### config.mk
export PLATFORM = sky130hd
export DESIGN_NAME = refclk_freq_meter
export DESIGN_NICKNAME = d
export VERILOG_FILES = /design/src/rtl/fm_pkg.sv /design/src/rtl/fm_edge_sync.sv /design/src/rtl/fm_ctrl.sv /design/src/rtl/fm_sat_counter.sv /design/src/rtl/refclk_freq_meter.sv
export SDC_FILE = /design/constraint.sdc
export NUM_CORES = 1
export LEC_CHECK = 0
export BUFFER_PORTS_ARGS = -buffer_cell sky130_fd_sc_hd__buf_2
export CAP_MARGIN = 30
export CORE_MARGIN = 3
export CORE_UTILIZATION = 32
export CTS_BUF_LIST = sky130_fd_sc_hd__clkbuf_4 sky130_fd_sc_hd__clkbuf_8
export DETAILED_ROUTE_END_ITERATION = 12
export GPL_TIMING_DRIVEN = 0
export MAX_ROUTING_LAYER = met4
export SETUP_SLACK_MARGIN = 0.4
export SLEW_MARGIN = 25
export SYNTH_ARGS = -nofsm -noshare
export SYNTH_HDL_FRONTEND = slang
export SYNTH_SLANG_ARGS = --single-unit
### constraint.sdc
create_clock -name clk_ref -period 2.8 [get_ports clk_ref]
set_clock_uncertainty 0.1 [all_clocks]
set_input_delay 0.56 -clock clk_ref [delete_from_list [all_inputs] [get_ports clk_ref]]
set_output_delay 0.56 -clock clk_ref [all_outputs]
set_load 0.02 [all_outputs]
### src/rtl/fm_pkg.sv
// Package: shared types of the reference-clock frequency meter.
// Assumes: nothing beyond a common reference clock domain.
package fm_pkg;

    // Sequencer states: idle, waiting for the opening edge, counting, result held.
    typedef enum logic [1:0] {
        FM_IDLE = 2'd0,
        FM_ARM  = 2'd1,
        FM_RUN  = 2'd2,
        FM_DONE = 2'd3
    } fm_state_t;

endpackage

### src/rtl/fm_edge_sync.sv
// Module: fm_edge_sync
// Brings an asynchronous slow clock into the reference domain through a
// chain of STAGES flops. It then flags each rising edge of the synchronized
// signal as a one-cycle pulse.
// Assumes: the slow clock stays high and low for at least two reference
// cycles each, so that no edge is lost in the chain. STAGES >= 2.
module fm_edge_sync #(
    parameter int STAGES = 2
) (
    input  logic clk,
    input  logic rst_n,
    input  logic din,
    output logic rise
);

    logic [STAGES-1:0] chain;
    logic              last_q;

    // Synchronizer chain: the asynchronous input enters bit 0.
    always_ff @(posedge clk) begin
        if (!rst_n) begin
            chain <= '0;
        end else begin
            chain <= {chain[STAGES-2:0], din};
        end
    end

    // Delayed copy of the synchronized level, used for edge detection.
    always_ff @(posedge clk) begin
        if (!rst_n) begin
            last_q <= 1'b0;
        end else begin
            last_q <= chain[STAGES-1];
        end
    end

    // Rising edge is a pulse of one reference cycle.
    always_comb begin
        rise = chain[STAGES-1] & ~last_q;
    end

endmodule

### src/rtl/fm_ctrl.sv
// Module: fm_ctrl
// Measurement sequencer. A start is a rising meter-enable while the
// reference enable is already set. The sequencer then waits for the first
// synchronized slow edge and counts slow edges until the window closes.
// It commands the result counter to clear and to increment.
// Assumes: slow_rise is a one-cycle pulse in this clock domain.
module fm_ctrl
    import fm_pkg::*;
#(
    parameter int WIN_W = 8
) (
    input  logic             clk,
    input  logic             rst_n,
    input  logic             soft_rst,
    input  logic             ref_en,
    input  logic             meas_en,
    input  logic [WIN_W-1:0] win_size,
    input  logic             slow_rise,
    output logic             busy,
    output logic             cnt_clr,
    output logic             cnt_inc
);

    fm_state_t        state_q;
    fm_state_t        state_d;
    logic             meas_en_q;
    logic             start;
    logic [WIN_W-1:0] win_q;
    logic [WIN_W-1:0] edge_q;
    logic             window_end;

    // Previous meter-enable level, for detecting the start edge.
    always_ff @(posedge clk) begin
        if (!rst_n) begin
            meas_en_q <= 1'b0;
        end else begin
            meas_en_q <= meas_en;
        end
    end

    // Start request: a new meter-enable edge, reference already on, not in reset.
    always_comb begin
        start = meas_en & ~meas_en_q & ref_en & ~soft_rst;
    end

    // Closing edge: the (win+1)-th rising edge after the opening one.
    always_comb begin
        window_end = (state_q == FM_RUN) && slow_rise && (edge_q == win_q);
    end

    // Next-state logic of the sequencer.
    always_comb begin
        state_d = state_q;
        unique case (state_q)
            FM_IDLE: if (start) state_d = FM_ARM;
            FM_ARM:  if (!meas_en) state_d = FM_IDLE;
                     else if (slow_rise) state_d = FM_RUN;
            FM_RUN:  if (!meas_en) state_d = FM_IDLE;
                     else if (window_end) state_d = FM_DONE;
            FM_DONE: if (!meas_en) state_d = FM_IDLE;
            default: state_d = FM_IDLE;
        endcase
        if (soft_rst) begin
            state_d = FM_IDLE;
        end
    end

    // State register.
    always_ff @(posedge clk) begin
        if (!rst_n) begin
            state_q <= FM_IDLE;
        end else begin
            state_q <= state_d;
        end
    end

    // Window length captured at start so a later field change cannot disturb it.
    always_ff @(posedge clk) begin
        if (!rst_n) begin
            win_q <= '0;
        end else if (start && state_q == FM_IDLE) begin
            win_q <= win_size;
        end
    end

    // Slow edges seen since the window opened.
    always_ff @(posedge clk) begin
        if (!rst_n) begin
            edge_q <= '0;
        end else if (state_q == FM_ARM) begin
            edge_q <= '0;
        end else if (state_q == FM_RUN && slow_rise && !window_end) begin
            edge_q <= edge_q + 1'b1;
        end
    end

    // Outputs decoded from the registered state.
    always_comb begin
        busy    = (state_q == FM_ARM) || (state_q == FM_RUN);
        cnt_inc = (state_q == FM_RUN) && meas_en && !soft_rst;
        cnt_clr = soft_rst || (start && state_q == FM_IDLE);
    end

endmodule

### src/rtl/fm_sat_counter.sv
// Module: fm_sat_counter
// Result counter. It clears on request and increments by one per enabled
// cycle. At its maximum value it stops instead of wrapping.
// Assumes: clear has priority over increment.
module fm_sat_counter #(
    parameter int W = 16
) (
    input  logic         clk,
    input  logic         rst_n,
    input  logic         clr,
    input  logic         inc,
    output logic [W-1:0] q
);

    localparam logic [W-1:0] MAX_VAL = {W{1'b1}};

    // Counter register with clear, saturating increment and hold.
    always_ff @(posedge clk) begin
        if (!rst_n) begin
            q <= '0;
        end else if (clr) begin
            q <= '0;
        end else if (inc && q != MAX_VAL) begin
            q <= q + 1'b1;
        end
    end

endmodule

### src/rtl/refclk_freq_meter.sv
// Module: refclk_freq_meter (top)
// Counts reference-clock cycles over a window of (win_size+1) periods of a
// slow clock. The slow clock is sampled as data in the reference domain.
// Assumes: a single reference clock, a synchronous active-low reset, and
// control bits driven in the reference domain.
module refclk_freq_meter #(
    parameter int WIN_W       = 8,
    parameter int CNT_W       = 16,
    parameter int SYNC_STAGES = 2
) (
    input  logic             clk_ref,
    input  logic             rst_n,
    input  logic             clk_slow,
    input  logic             soft_rst,
    input  logic             ref_en,
    input  logic             meas_en,
    input  logic [WIN_W-1:0] win_size,
    output logic             busy,
    output logic [CNT_W-1:0] count
);

    logic slow_rise;
    logic cnt_clr;
    logic cnt_inc;

    fm_edge_sync #(.STAGES(SYNC_STAGES)) u_sync (
        .clk   (clk_ref),
        .rst_n (rst_n),
        .din   (clk_slow),
        .rise  (slow_rise)
    );

    fm_ctrl #(.WIN_W(WIN_W)) u_ctrl (
        .clk       (clk_ref),
        .rst_n     (rst_n),
        .soft_rst  (soft_rst),
        .ref_en    (ref_en),
        .meas_en   (meas_en),
        .win_size  (win_size),
        .slow_rise (slow_rise),
        .busy      (busy),
        .cnt_clr   (cnt_clr),
        .cnt_inc   (cnt_inc)
    );

    fm_sat_counter #(.W(CNT_W)) u_cnt (
        .clk   (clk_ref),
        .rst_n (rst_n),
        .clr   (cnt_clr),
        .inc   (cnt_inc),
        .q     (count)
    );

endmodule

After elaboration in Yosys (flattened, before gate mapping). Cells that the tools add are included.

Add/subtract/negate cells: 2. Equality and inequality tests: 9. Bitwise operators: 8. Reduce and logical (&&, ||, !) cells: 16. Muxes and demuxes: 7.

Operators by type and width (number): $add A16 B1 Y16 const B (1); $ne A16 B16 Y1 const B (1); $mux W2 (6); $add A8 B1 Y8 const B (1); $eq A8 B8 Y1 (1); $pmux W2 S4 (1); $logic_and A1 B1 Y1 (7); $ne A3 B2 Y1 const B (2); $reduce_or A2 Y1 (3); $and A1 B1 Y1 (4); $eq A2 B2 Y1 const B (2); $not A1 Y1 (4); $reduce_and A4 Y1 (1); $eq A2 B1 Y1 const B (1); $logic_not A1 Y1 (2); $logic_not A2 Y1 (1); $logic_or A1 B1 Y1 (2); $ne A2 B1 Y1 const B (1); $ne A2 B2 Y1 const B (1).

Bits of input ports: 14. Register bits: 38.

Depth between registers and ports, before layout.
Depth after elaboration: 7. Gate-level depth with buffers: 7. Gate-level depth less buffers: 7.

By module. A second synthesis with hierarchy kept.

Cells, all modules: 207. Area, all modules: 1985.7 sq um.

Modules (own cells, without submodules): fm_ctrl (seq. area each 380.4 sq um, area each 1028.5 sq um, cells each 109, times used 1); fm_sat_counter (seq. area each 320.3 sq um, area each 864.6 sq um, cells each 91, times used 1); fm_edge_sync (seq. area each 60.1 sq um, area each 92.6 sq um, cells each 7, times used 1).

Worst setup path after synthesis. Ideal clock, no wire load.

Kind: input to register. Start: input soft_rst. End: register u_cnt.q[13]. Slack: 0.996 ns. Data required time: 2.572 ns. Setup time: 0.128 ns. Stages on the path: 5. Arrival time: 1.577 ns. Path through: and4b_1 nand4_1 nor4_1 xnor2_1 nor2_1.

Cells in the longest elaborated chain, start to end: 5. Elaborated cells on any way between the ends: 8.

RTL lines: start: declaration (line refclk_freq_meter.sv:14) `input logic soft_rst,`; $not A1 Y1 (line fm_ctrl.sv:43) `start = meas_en & ~meas_en_q & ref_en & ~soft_rst;`; $and A1 B1 Y1 (line fm_ctrl.sv:43); $logic_and A1 B1 Y1 (line fm_ctrl.sv:101) `cnt_clr = soft_rst || (start && state_q == FM_IDLE);`; $logic_or A1 B1 Y1 (line fm_ctrl.sv:101); $reduce_or A2 Y1 (no source line); end signal: assignment (line fm_sat_counter.sv:24) `q <= q + 1'b1;`; end: declaration (line fm_sat_counter.sv:12) `output logic [W-1:0] q`.

Several ways; a longest one is shown, not always the timed one. A chain may end at the register's enable or synchronous reset.

Worst setup path in the final report.
Start: register u_ctrl.state_q[0]. End: register u_cnt.q[11].

Cells in the longest elaborated chain, start to end: 4. Elaborated cells on any way between the ends: 8.

RTL lines: start: declaration (line fm_ctrl.sv:24) `fm_state_t state_q;`; start signal: assignment (line fm_ctrl.sv:73) `state_q <= state_d;`; $eq A2 B2 Y1 or $logic_not A2 Y1 (tied branches) (line fm_ctrl.sv:100, fm_ctrl.sv:101); $logic_and A1 B1 Y1 (on tied branches) (line fm_ctrl.sv:100, fm_ctrl.sv:101); $logic_and A1 B1 Y1 or $logic_or A1 B1 Y1 (tied branches) (line fm_ctrl.sv:100, fm_ctrl.sv:101); $logic_and A1 B1 Y1 or $reduce_or A2 Y1 (tied branches).

Several ways; a longest one is shown, not always the timed one.

==> key figures <==
Worst setup path
  • Worst Path Arrival: about 2.2 ns
  • Kind of critical path: flip-flop to flip-flop
  • Crit path max fanout: 6
  • Worst Setup End Kind: flip-flop
  • Crit path launch type: flip-flop
  • Critical path required time: approximately 2.9 ns

Clocking
  • CTS sink cnt: 38
  • Clock transition at path regs: 0.07 ns
  • Num CTS Buffers: 5
  • Post-CTS setup buffers: 0
  • Bufs on Longest Clock Path: 2
  • Post-CTS resize count: 0
  • Clock Latency Late Sink: ~0.28 ns
  • Hold_buf cts: 0
  • CTS H-tree lvls: 2
  • TritonCTS clock tree: done
  • Clock Tree Root: clkbuf_8

Cells and area
  • Post-route cell area: approximately 2200 sq um
  • Non-Filler Instances: around 310
  • Share of cells above drive strength 1: between 10% and 20%
  • Most common cell after layout, fill and taps aside: dfxtp_1
  • Layout Utilization: roughly two fifths
  • Fillers: 581
  • Antenna Cells: 0
  • P&R area growth vs syn: 18.6%
  • Area of the multi-input gates: approximately 1100 sq um
  • Register Area: roughly 760 sq um
  • Nets: 255
  • Commonest cells after routing, fill and taps aside: dfxtp_1 (38), buf_2 (30), nor2_1 (23)

Timing
  • F_max: approximately 480 MHz
  • RSZ-0062 raised after global routing: no
  • Fin. Hold Viols: 0
  • Slew Viols, Final: 0
  • # setup viols final: 0
  • Period Utilization, post-route: between 70 and 80%
  • Worst-Margin Slew: between 0.5 and 0.6 ns
  • Slew headroom: ~60%
  • Minimum clock period: 2.08 ns
  • Setup_tns: 0 ns

Power
  • Total leakage power: between 0.8 and 0.9 nW
  • Total power: about 1.0 mW
  • VDD IR-drop max: 0.000221 V
  • Power density cells: around 470 nW/um^2

Run status
  • Status: complete, no violations

Placed design
  • Routability cong.: ~0.81
  • HPWL after detailed placement: approximately 2800 microns
  • Area after DPL: 2130 sq um
  • # placed instances: 300
  • IO buf count: 30

Floorplanning
  • Row count: 27
  • Die area: 6850 sq um
  • Starting Density: approximately 34%
  • Die H: 82.8 microns
  • I/O Pins: 31
  • Core area: around 5600 sq um
  • Width of the chip: 82.8 microns

Synthesis
  • Syn_nets: between 200 and 250
  • Synth cell types: 36
  • Mapped Cells: 198
  • Post-Syn Area: about 1900 sq um
  • EDFF count, synth: 0
  • Yosys reg bits: 38
  • Synth async-reset ratio: 0%
  • Register area share after synthesis: 40.3%
  • Area contributors post-synth: dfxtp_1 (40%), xnor2_1 (8.4%), mux2i_1 (5.8%), nor2_1 (4.6%), ha_1 (4.0%)
  • Synthesis Warnings: 0
  • Syn_area_per_cell: approximately 9.5 sq um
  • Post-synth top area share: between 40 and 50%
  • Prevailing post-synth register cell: dfxtp_1
  • Synth area leader: dfxtp_1

Drt
  • Initial drt markers: 94
  • Vias per Instance: 4.81
  • Via Count: roughly 1500
  • Avg WL per Cell: 12.3 microns
  • Number of routed nets with antenna violations: 0
  • WL final: between 3000 and 4000 microns
  • DRC: 0
  • TritonRoute pass-1 iters: 4

GRT
  • Initial antenna violation count: 0
  • Largest net degree at the start of global routing: 12
  • Global Route Usage Sum: between 10% and 20%
  • First-pass GRT wire length: 6500 microns
  • Number of global-route vias before repair: ~1400
  • Total congestion overflow: 0

Flow run
  • Maxcap violations: 0

Min path
  • Type of the most critical hold path: flip-flop to flip-flop
[report_power, final]
group | internal (mW) | switching, mW | total, mW
Sequential | 0.546 | 0.00356 | 0.550
Clock | 0.249 | 0.186 | 0.434
Combinational | 0.0258 | 0.0326 | 0.0584
Total | 0.821 | 0.222 | 1.04
[state kept, by name (all words and copies together) (netlist names)]
| register | count |
|---|---|
| u_cnt.q | 16 |
| u_ctrl.edge_q | 8 |
| u_ctrl.meas_en_q | 1 |
| u_ctrl.state_q | 2 |
| u_ctrl.win_q | 8 |
| u_sync.chain | 2 |
| u_sync.last_q | 1 |
[metrics by stage]
step	hold slack, ns	setup slack (ns)
2_1_floorplan	0.312	0.996
3_3_place_gp	0.317	0.534
3_5_place_dp	0.325	0.518
4_1_cts	0.345	0.704
5_1_grt	0.353	0.535
6_report	0.343	0.722
[Yosys cell counts (all sizes together), types with 2 or more instances]
| library cell | number |
|---|---|
| nor2 | 23 |
| xnor2 | 18 |
| nor4 | 7 |
| a2111oi | 2 |
| xor2 | 10 |
| a211oi | 7 |
| nor2b | 11 |
| or3 | 2 |
| and2 | 5 |
| mux2i | 11 |
| a21oi | 6 |
| nand4 | 5 |
| clkbuf | 3 |
| and4 | 2 |
| ha | 6 |
| inv | 6 |
| nor3 | 4 |
| nand3 | 8 |
| nand2 | 12 |
| dfxtp | 38 |
| o2111ai | 2 |
[cells by family (layout without fill, tap and decap cells)]
kind of cell / after synthesis / count (layout) / share of synthesized area, %
and+or+nand+nor: 83 / 83 / 25.2
adders and majority gates: 6 / 6 / 3.98
xor gates and xnor gates: 28 / 28 / 13.8
AOI/OAI and AO/OA: 22 / 22 / 8.89
DFF: 38 / 38 / 40.3
muxes: 11 / 11 / 5.84
buffers and inverters: 10 / 48 / 1.99
[area by class of cell]
class | instances | area share (%)
Multi-Input combinational cell | 150 | 48.6
Sequential cell | 38 | 34.0
Timing Repair Buffer | 30 | 6.72
Clock buffer | 8 | 4.92
Tap cell | 72 | 4.03
Inverter | 6 | 1.01
Buffer | 4 | 0.672
[worst max-delay path, stage by stage (launching register included)]
cell and delay [ns]:
dfxtp_1 0.34, inv_1 0.09, ha_1 0.22, and4b_1 0.29, nand4_1 0.29, nor4_1 0.43
xnor2_1 0.16, nor2_1 0.05
[per-layer routing]
layer	GRT usage, %	routed length [microns]
met2	18.7	1750
met5	-	0
met4	5.23	52
met3	3.04	146
met1	16.6	1840
[final timing paths]
| kind | cells past startpoint | slack, ns | start | end |
|---|---|---|---|---|
| worst max-delay path | 7 | 0.72 | u_ctrl.state_q[0] | u_cnt.q[11] |
| worst min-delay path | 1 | 0.34 | u_sync.chain[0] | u_sync.chain[1] |
| worst max register to register | 7 | 0.72 | u_ctrl.state_q[0] | u_cnt.q[11] |
| worst min register to register | 1 | 0.34 | u_sync.chain[0] | u_sync.chain[1] |
Power figures use the tool's default switching activity.
